==> src/rtl/fwr_pkg.sv <==
package fwr_pkg;

  // Bit positions inside the packed setup word
  localparam int OPC_LSB = 0;   // read opcode, 8 bits
  localparam int ADR_LSB = 8;   // address bytes minus one, 2 bits
  localparam int DMB_LSB = 10;  // dummy bytes, 2 bits
  localparam int LN_LSB  = 12;  // data line select, 2 bits
  localparam int XDB_LSB = 24;  // extra dummy bits, 5 bits

  typedef enum logic [2:0] {
    ST_IDLE,
    ST_SEND,
    ST_DUMMY,
    ST_DATA,
    ST_DONE,
    ST_ZERO
  } state_e;

  // Strobes from control to datapath
  typedef struct packed {
    logic loadTx;
    logic shiftTx;
    logic clearRx;
    logic sampleRx;
  } dpStrobe_t;

endpackage

==> src/rtl/fwr_ctrl.sv <==
module fwr_ctrl
  import fwr_pkg::*;
#(
  parameter int WORD_BYTES = 4
) (
  input  logic        clk,
  input  logic        rstN,
  input  logic        setupWe,
  input  logic [31:0] setupWdata,
  input  logic        switchWe,
  input  logic        switchWdata,
  input  logic        busReq,
  output dpStrobe_t   strobe,
  output logic [7:0]  opcode,
  output logic [1:0]  addrField,
  output logic [1:0]  laneSel,
  output logic        csActive,
  output logic        sclkHigh,
  output logic        txDrive,
  output logic        busReady,
  output logic        dataValid,
  output logic        ownsBus
);

  localparam int DATA_BITS = 8 * WORD_BYTES;
  localparam int CNT_W     = $clog2(DATA_BITS + 72);

  logic [31:0]      setupQ;
  logic             ownQ;
  state_e           stateQ;
  logic             halfQ;
  logic [CNT_W-1:0] cntQ;
  logic [CNT_W-1:0] sendLenQ;
  logic [CNT_W-1:0] dumLenQ;
  logic [CNT_W-1:0] dataLenQ;
  logic [CNT_W-1:0] curLen;
  logic [CNT_W-1:0] sendLenD;
  logic [CNT_W-1:0] dumLenD;
  logic [CNT_W-1:0] dataLenD;
  logic [1:0]       laneQ;
  logic [1:0]       laneD;
  logic             startRd;
  logic             lastBit;
  logic             inXfer;

  // Decode line count: 1 -> two lines, 3 -> four lines, else one line
  always_comb begin
    case (setupQ[LN_LSB +: 2])
      2'd1:    laneD = 2'd1;
      2'd3:    laneD = 2'd2;
      default: laneD = 2'd0;
    endcase
  end

  always_comb begin
    sendLenD = CNT_W'(8 + 8 * (int'(setupQ[ADR_LSB +: 2]) + 1));
    dumLenD  = CNT_W'(8 * int'(setupQ[DMB_LSB +: 2]) + int'(setupQ[XDB_LSB +: 5]));
    dataLenD = CNT_W'(DATA_BITS >> laneD);
  end

  assign startRd = (stateQ == ST_IDLE) && busReq && ownQ && (setupQ != '0);
  assign inXfer  = (stateQ == ST_SEND) || (stateQ == ST_DUMMY) || (stateQ == ST_DATA);

  always_comb begin
    case (stateQ)
      ST_SEND:  curLen = sendLenQ;
      ST_DUMMY: curLen = dumLenQ;
      default:  curLen = dataLenQ;
    endcase
  end

  assign lastBit = inXfer && halfQ && (cntQ == curLen - 1'b1);

  always_ff @(posedge clk) begin
    if (!rstN) begin
      setupQ   <= '0;
      ownQ     <= 1'b0;
      stateQ   <= ST_IDLE;
      halfQ    <= 1'b0;
      cntQ     <= '0;
      sendLenQ <= '0;
      dumLenQ  <= '0;
      dataLenQ <= '0;
      laneQ    <= '0;
    end else begin
      if (setupWe) setupQ <= setupWdata;
      if (switchWe) ownQ <= switchWdata;
      case (stateQ)
        ST_IDLE: begin
          if (startRd) begin
            stateQ   <= ST_SEND;
            halfQ    <= 1'b0;
            cntQ     <= '0;
            sendLenQ <= sendLenD;
            dumLenQ  <= dumLenD;
            dataLenQ <= dataLenD;
            laneQ    <= laneD;
          end else if (busReq) begin
            stateQ <= ST_ZERO;
          end
        end
        ST_SEND, ST_DUMMY, ST_DATA: begin
          halfQ <= ~halfQ;
          if (halfQ) begin
            if (lastBit) begin
              cntQ <= '0;
              if (stateQ == ST_SEND)
                stateQ <= (dumLenQ != '0) ? ST_DUMMY : ST_DATA;
              else if (stateQ == ST_DUMMY)
                stateQ <= ST_DATA;
              else
                stateQ <= ST_DONE;
            end else begin
              cntQ <= cntQ + 1'b1;
            end
          end
        end
        default: stateQ <= ST_IDLE;
      endcase
    end
  end

  always_comb begin
    strobe.loadTx   = startRd;
    strobe.clearRx  = startRd;
    strobe.shiftTx  = (stateQ == ST_SEND) && halfQ;
    strobe.sampleRx = (stateQ == ST_DATA) && !halfQ;
  end

  assign opcode    = setupQ[OPC_LSB +: 8];
  assign addrField = setupQ[ADR_LSB +: 2];
  assign laneSel   = laneQ;
  assign csActive  = inXfer;
  assign sclkHigh  = inXfer && halfQ;
  assign txDrive   = (stateQ == ST_SEND);
  assign busReady  = (stateQ == ST_DONE) || (stateQ == ST_ZERO);
  assign dataValid = (stateQ == ST_DONE);
  assign ownsBus   = ownQ;

endmodule

==> src/rtl/fwr_datapath.sv <==
module fwr_datapath
  import fwr_pkg::*;
#(
  parameter int ADDR_W     = 24,
  parameter int WORD_BYTES = 4
) (
  input  logic                      clk,
  input  logic                      rstN,
  input  dpStrobe_t                 strobe,
  input  logic [7:0]                opcode,
  input  logic [1:0]                addrField,
  input  logic [1:0]                laneSel,
  input  logic [ADDR_W-1:0]         busAddr,
  input  logic                      txDrive,
  input  logic                      dataValid,
  input  logic [3:0]                ioIn,
  output logic [3:0]                ioOut,
  output logic [3:0]                ioOe,
  output logic [8*WORD_BYTES-1:0]   rdData
);

  localparam int DATA_BITS = 8 * WORD_BYTES;
  localparam int TX_W      = 40;

  logic [31:0]          addrExt;
  logic [31:0]          addrAligned;
  logic [TX_W-1:0]      txQ;
  logic [DATA_BITS-1:0] rxQ;
  logic [DATA_BITS-1:0] swapped;

  always_comb begin
    addrExt = '0;
    addrExt[ADDR_W-1:0] = busAddr;
    // Move the first address byte to be sent into the top position
    addrAligned = addrExt << (8 * (3 - int'(addrField)));
  end

  always_ff @(posedge clk) begin
    if (!rstN) begin
      txQ <= '0;
      rxQ <= '0;
    end else begin
      if (strobe.loadTx)       txQ <= {opcode, addrAligned};
      else if (strobe.shiftTx) txQ <= {txQ[TX_W-2:0], 1'b0};

      if (strobe.clearRx) begin
        rxQ <= '0;
      end else if (strobe.sampleRx) begin
        case (laneSel)
          2'd1:    rxQ <= {rxQ[DATA_BITS-3:0], ioIn[1:0]};
          2'd2:    rxQ <= {rxQ[DATA_BITS-5:0], ioIn[3:0]};
          default: rxQ <= {rxQ[DATA_BITS-2:0], ioIn[1]};
        endcase
      end
    end
  end

  // First received byte sits at the top of rxQ; place it at the bottom of the word
  for (genvar g = 0; g < WORD_BYTES; g++) begin : g_swap
    assign swapped[8*g +: 8] = rxQ[DATA_BITS-1-8*g -: 8];
  end

  assign rdData = dataValid ? swapped : '0;
  assign ioOut  = {3'b000, txDrive & txQ[TX_W-1]};
  assign ioOe   = {3'b000, txDrive};

endmodule

==> src/rtl/flash_window_reader.sv <==
module flash_window_reader
  import fwr_pkg::*;
#(
  parameter int ADDR_W     = 24,
  parameter int WORD_BYTES = 4,
  localparam int DATA_W    = 8 * WORD_BYTES
) (
  input  logic              clk,
  input  logic              rstN,
  input  logic              setupWe,
  input  logic [31:0]       setupWdata,
  input  logic              switchWe,
  input  logic              switchWdata,
  input  logic              busReq,
  input  logic [ADDR_W-1:0] busAddr,
  output logic              busReady,
  output logic [DATA_W-1:0] busRdData,
  output logic              windowOwnsBus,
  output logic              flashCsN,
  output logic              flashSclk,
  output logic [3:0]        flashIoOut,
  output logic [3:0]        flashIoOe,
  input  logic [3:0]        flashIoIn
);

  dpStrobe_t  strobe;
  logic [7:0] opcode;
  logic [1:0] addrField;
  logic [1:0] laneSel;
  logic       csActive;
  logic       sclkHigh;
  logic       txDrive;
  logic       dataValid;

  fwr_ctrl #(.WORD_BYTES(WORD_BYTES)) u_ctrl (
    .clk        (clk),
    .rstN       (rstN),
    .setupWe    (setupWe),
    .setupWdata (setupWdata),
    .switchWe   (switchWe),
    .switchWdata(switchWdata),
    .busReq     (busReq),
    .strobe     (strobe),
    .opcode     (opcode),
    .addrField  (addrField),
    .laneSel    (laneSel),
    .csActive   (csActive),
    .sclkHigh   (sclkHigh),
    .txDrive    (txDrive),
    .busReady   (busReady),
    .dataValid  (dataValid),
    .ownsBus    (windowOwnsBus)
  );

  fwr_datapath #(.ADDR_W(ADDR_W), .WORD_BYTES(WORD_BYTES)) u_dp (
    .clk       (clk),
    .rstN      (rstN),
    .strobe    (strobe),
    .opcode    (opcode),
    .addrField (addrField),
    .laneSel   (laneSel),
    .busAddr   (busAddr),
    .txDrive   (txDrive),
    .dataValid (dataValid),
    .ioIn      (flashIoIn),
    .ioOut     (flashIoOut),
    .ioOe      (flashIoOe),
    .rdData    (busRdData)
  );

  assign flashCsN  = ~csActive;
  assign flashSclk = sclkHigh;

endmodule

==> config.mk <==
export PLATFORM = sky130hd
export DESIGN_NAME = flash_window_reader
export DESIGN_NICKNAME = d
export VERILOG_FILES = /design/src/rtl/fwr_pkg.sv /design/src/rtl/fwr_ctrl.sv /design/src/rtl/fwr_datapath.sv /design/src/rtl/flash_window_reader.sv
export SDC_FILE = /design/constraint.sdc
export NUM_CORES = 1
export LEC_CHECK = 0
export BUFFER_PORTS_ARGS = -buffer_cell sky130_fd_sc_hd__buf_2
export CORE_MARGIN = 1.5
export CORE_UTILIZATION = 40
export DETAILED_ROUTE_END_ITERATION = 8
export PLACE_DENSITY_LB_ADDON = 0.08
export SLEW_MARGIN = 5
export SYNTH_ARGS = -nofsm -noshare
export SYNTH_HDL_FRONTEND = slang
export SYNTH_SLANG_ARGS = --single-unit
==> constraint.sdc <==
create_clock -name clk -period 4.8 [get_ports clk]
set_input_delay 0.72 -clock clk [delete_from_list [all_inputs] [get_ports clk]]
set_output_delay 0.72 -clock clk [all_outputs]
set_load 0.02 [all_outputs]
==> reports/qor.tcl <==
set qor(crit_path_cell_trace) {nor3b_2 -> nand2_1 -> ha_1 -> xnor3_1 -> nand3_1 -> a211oi_1 -> o21ai_1 -> a21oi_2 -> o21ai_0}
set qor(critical-path-slowest-cell) {dfxtp_1}
set qor(routed_wire_length_per_instance_microns) 15.97
set qor(global_route_wire_length_before_repair_mm) 30.34
set qor(setup_ws_ns) 1.767
set qor(final_non_filler_cells) 1145
set qor(synth_flop_cell) {dfxtp_1}
set qor(vias) 6320
set qor(timing.hold.worst.class) {register to register}
set qor(drc) 0
set qor(top_area_cells_in_the_synthesized_netlist) {dfxtp_1 38%, mux2i_1 9.6%, nand2_1 7.5%}
set qor(worstSetupPathType) {register to register}
set qor(grt_use_met1) 0.2942
set qor(max_cap_viol_count) 0
set qor(synth_largest_area_cell) {dfxtp_1}
set qor(worstSetupEndpointType) {register}
set qor(synth-seq-area-share) 0.3786
set qor(design.core.area_sq_um) 16700
set qor(ctsLongestPathBuffers) 2
set qor(finish.net_count) 987
set qor(critical-path-max-stage-delay_ns) 0.78
set qor(netlist.area_leader.share) 0.3786
set qor(final-max-slew-violation-count) 0
set qor(syn-instance-count) 853
set qor(post-route-min-period_ns) 3.033
set qor(fp.dieArea_sq_um) 17980
set qor(edff_count_synth) 0
set qor(grt_use_met2) 0.3156
set qor(finalSetupTns_ns) 0
set qor(floorplan.rows) 47
set qor(yosys.cell_types.count) 63
set qor(place_ws_ns) 1.805
set qor(synthesized_area_per_cell_sq_um) 8.059
set qor(ys_seq_elements) 130
set qor(clk_pin_slew_ns) 0.05
set qor(synth_async_sr_flop_share) 0
set qor(worst_slew_pin_slew_ns) 1.196
set qor(yosys.area_share.adder) 0.01747
set qor(slew-limit-headroom) 0.2024
set qor(crit_buf_inv) 0
set qor(layout_worst_path_cycle_share) 0.6319
set qor(xor_xnor_share_of_the_synthesized_area) 0.01220
set qor(cts_hold_repair.buffers) 0
set qor(worst_clock_skew_ns) 0.006844
set qor(crit_arrival_ns) 3.31
set qor(finalHoldViolCount) 0
set qor(post-cts-setup-buffer-count) 0
set qor(worst_skew_pair.late_latency_ns) 0.42
set qor(grt_setup_unrepaired) {no}
set qor(gp_congestion) 0.9532
set qor(synth-compound-area-share) 0.2184
set qor(first_drt_pass_iteration_count) 5
set qor(dpl-instance-area_sq_um) 7458
set qor(initialDrtViolationCount) 410
set qor(antennaDiodeCount) 0
set qor(status) {completed}
set qor(port_buffers) 103
set qor(netlist_top_cells_count) {138 x nand2_1, 130 x dfxtp_1, 90 x nor2_1}
set qor(vdd_drop_max_mv) 0.2481
set qor(clockRootBuffer) {clkbuf_16}
set qor(hold-worst-slack_ns) 0.4496
set qor(finish.instance_area_sq_um) 8105
set qor(numPlacedInstances) 1113
set qor(vias_in_the_first_global_route) 5933
set qor(grt_max_degree) 90
set qor(critPathTopFamily) {compound AO/OA/AOI/OAI gates}
set qor(clock_tree.htree_level_count) 4
set qor(floorplan.die.width_microns) 134.1
set qor(starting_density) 0.4116
set qor(routed_via_density) 5.520
set qor(detailed_place_hpwl_mm) 12.33
set qor(power_leakage_nw) 3.197
set qor(main_combinational_cell_family_by_area_after_synthesis) {compound AO/OA/AOI/OAI gates}
set qor(setup_viol) 0
set qor(die_y_microns) 134.1
set qor(grt.busiest_layer) {met2}
set qor(area_of_the_mapped_netlist_sq_um) 6874
set qor(cts_buffers) 17
set qor(drt_wl_total_mm) 18.28
set qor(cts_num_sinks) 130
set qor(worstSetupStartpointType) {register}
set qor(overall_routing_resource_usage) 0.2072
set qor(global_route.overflow_total) 0
set qor(post_cts_resize_count) 0
set qor(tritoncts) {built}
set qor(yosysWarnings) 0
set qor(area_growth_pct) 17.91
set qor(antenna_violations_before_repair) 0
set qor(timing.critical_path.fanout_max) 24
set qor(antenna_violating_nets_post_route) 0
set qor(worst-endpoint-required_ns) 5.08
set qor(power-per-cell-area_nw_per_um2) 345.5
set qor(yosys.cell_count.top_type) {nand2_1}
set qor(global_routing_met3_resource_utilization) 0.04875
set qor(synth.mux.area_fraction) 0.1108
set qor(share_of_layout_cells_above_drive_strength_1) 0.1816
set qor(basic_gate_share_of_the_synthesized_area_counting_and_or_nand_and_nor_cells) 0.2062
set qor(max_freq_mhz) 329.7
set qor(top_level_ports) 110
==> cells in the final DEF (no fill, tap or decap), types with 3 or more instances in the layout <==
cell type / instances
a211oi_1: 37
clkinv_4: 4
buf_2: 103
bufinv_16: 4
a221oi_1: 16
conb_1: 6
o211ai_1: 3
o21ai_1: 3
or3_1: 4
dfxtp_1: 130
nand3b_1: 3
nand3_1: 7
inv_1: 10
a31oi_1: 4
and3_1: 35
ha_1: 8
mux2i_1: 66
clkbuf_8: 3
mux2_2: 9
nor4_1: 8
xor2_1: 5
nand4_1: 3
buf_4: 12
nor3_1: 11
nor2b_1: 3
o21ai_0: 44
a22oi_1: 37
clkbuf_16: 17
nor2_1: 89
nand2_1: 138
a21oi_1: 55
==> per-layer routing <==
layer / vias to the layer above / part of all wire / wire [microns]
met5: - / 0 / 0
met4: 0 / 0.012 / 226
met3: 16 / 0.050 / 910
met2: 158 / 0.44 / 8100
met1: 2981 / 0.49 / 9044
li1: 3165 / - / -
==> state kept, by name (all words and copies together) (netlist names) <==
register	cells
u_ctrl.cntQ	7
u_ctrl.dumLenQ	6
u_dp.rxQ	32
u_dp.txQ	40
u_ctrl.setupQ	32
u_ctrl.stateQ	3
u_ctrl.halfQ	1
u_ctrl.dataLenQ	4
u_ctrl.sendLenQ	4
u_ctrl.ownsBus	1
==> final timing paths <==
path | startpoint | to | slack, ns | depth (start not counted)
hold / removal | u_dp.rxQ[31] | u_dp.rxQ[31] | 0.45 | 2
hold reg to reg | u_dp.rxQ[31] | u_dp.rxQ[31] | 0.45 | 2
setup reg to reg | u_ctrl.stateQ[1] | u_ctrl.cntQ[5] | 1.77 | 9
setup / recovery | u_ctrl.stateQ[1] | u_ctrl.cntQ[5] | 1.77 | 9
==> metrics by stage <==
| step | utilization | total power [mW] |
|---|---|---|
| 3_5_place_dp | 0.4466 | 1.423 |
| 6_report | 0.4853 | 2.801 |
| 4_1_cts | 0.4853 | 2.831 |
| 5_1_grt | 0.4853 | 2.911 |
| 2_1_floorplan | - | 1.340 |
| 3_3_place_gp | 0.4466 | 1.418 |
==> tightest hold or removal path: stages (launching register included) <==
cell,delay (ns)
dfxtp_1,0.30
nand2_1,0.05
a21oi_1,0.05
==> layout make-up <==
| class | count | area, sq um |
|---|---|---|
| sequential | 130 | 2603 |
| inverter | 11 | 41.29 |
| clock inverter | 11 | 176.4 |
| timing repair buffer | 115 | 605.6 |
| fill | 1655 | 8596 |
| clock buffer | 21 | 470.5 |
| multi-input combinational | 637 | 3934 |
| tap | 220 | 275.3 |
==> kinds of logic (layout without fill, tap and decap cells) <==
| logic type | Yosys count | in the layout |
|---|---|---|
| buf+inv | 91 | 158 |
| simple gates | 316 | 316 |
| compound gates | 223 | 223 |
| mux | 75 | 75 |
| flops | 130 | 130 |
| fa+ha+maj | 9 | 9 |
| other cells | 1 | 6 |
| xor+xnor | 8 | 8 |
==> report_power, final <==
part | switching, mW | total (mW) | internal, mW
combinational | 0.157 | 0.256 | 0.0989
sequential | 0.0334 | 1.14 | 1.11
clock | 0.486 | 1.40 | 0.915
total | 0.676 | 2.80 | 2.12
(Power assumes the default switching activity.)
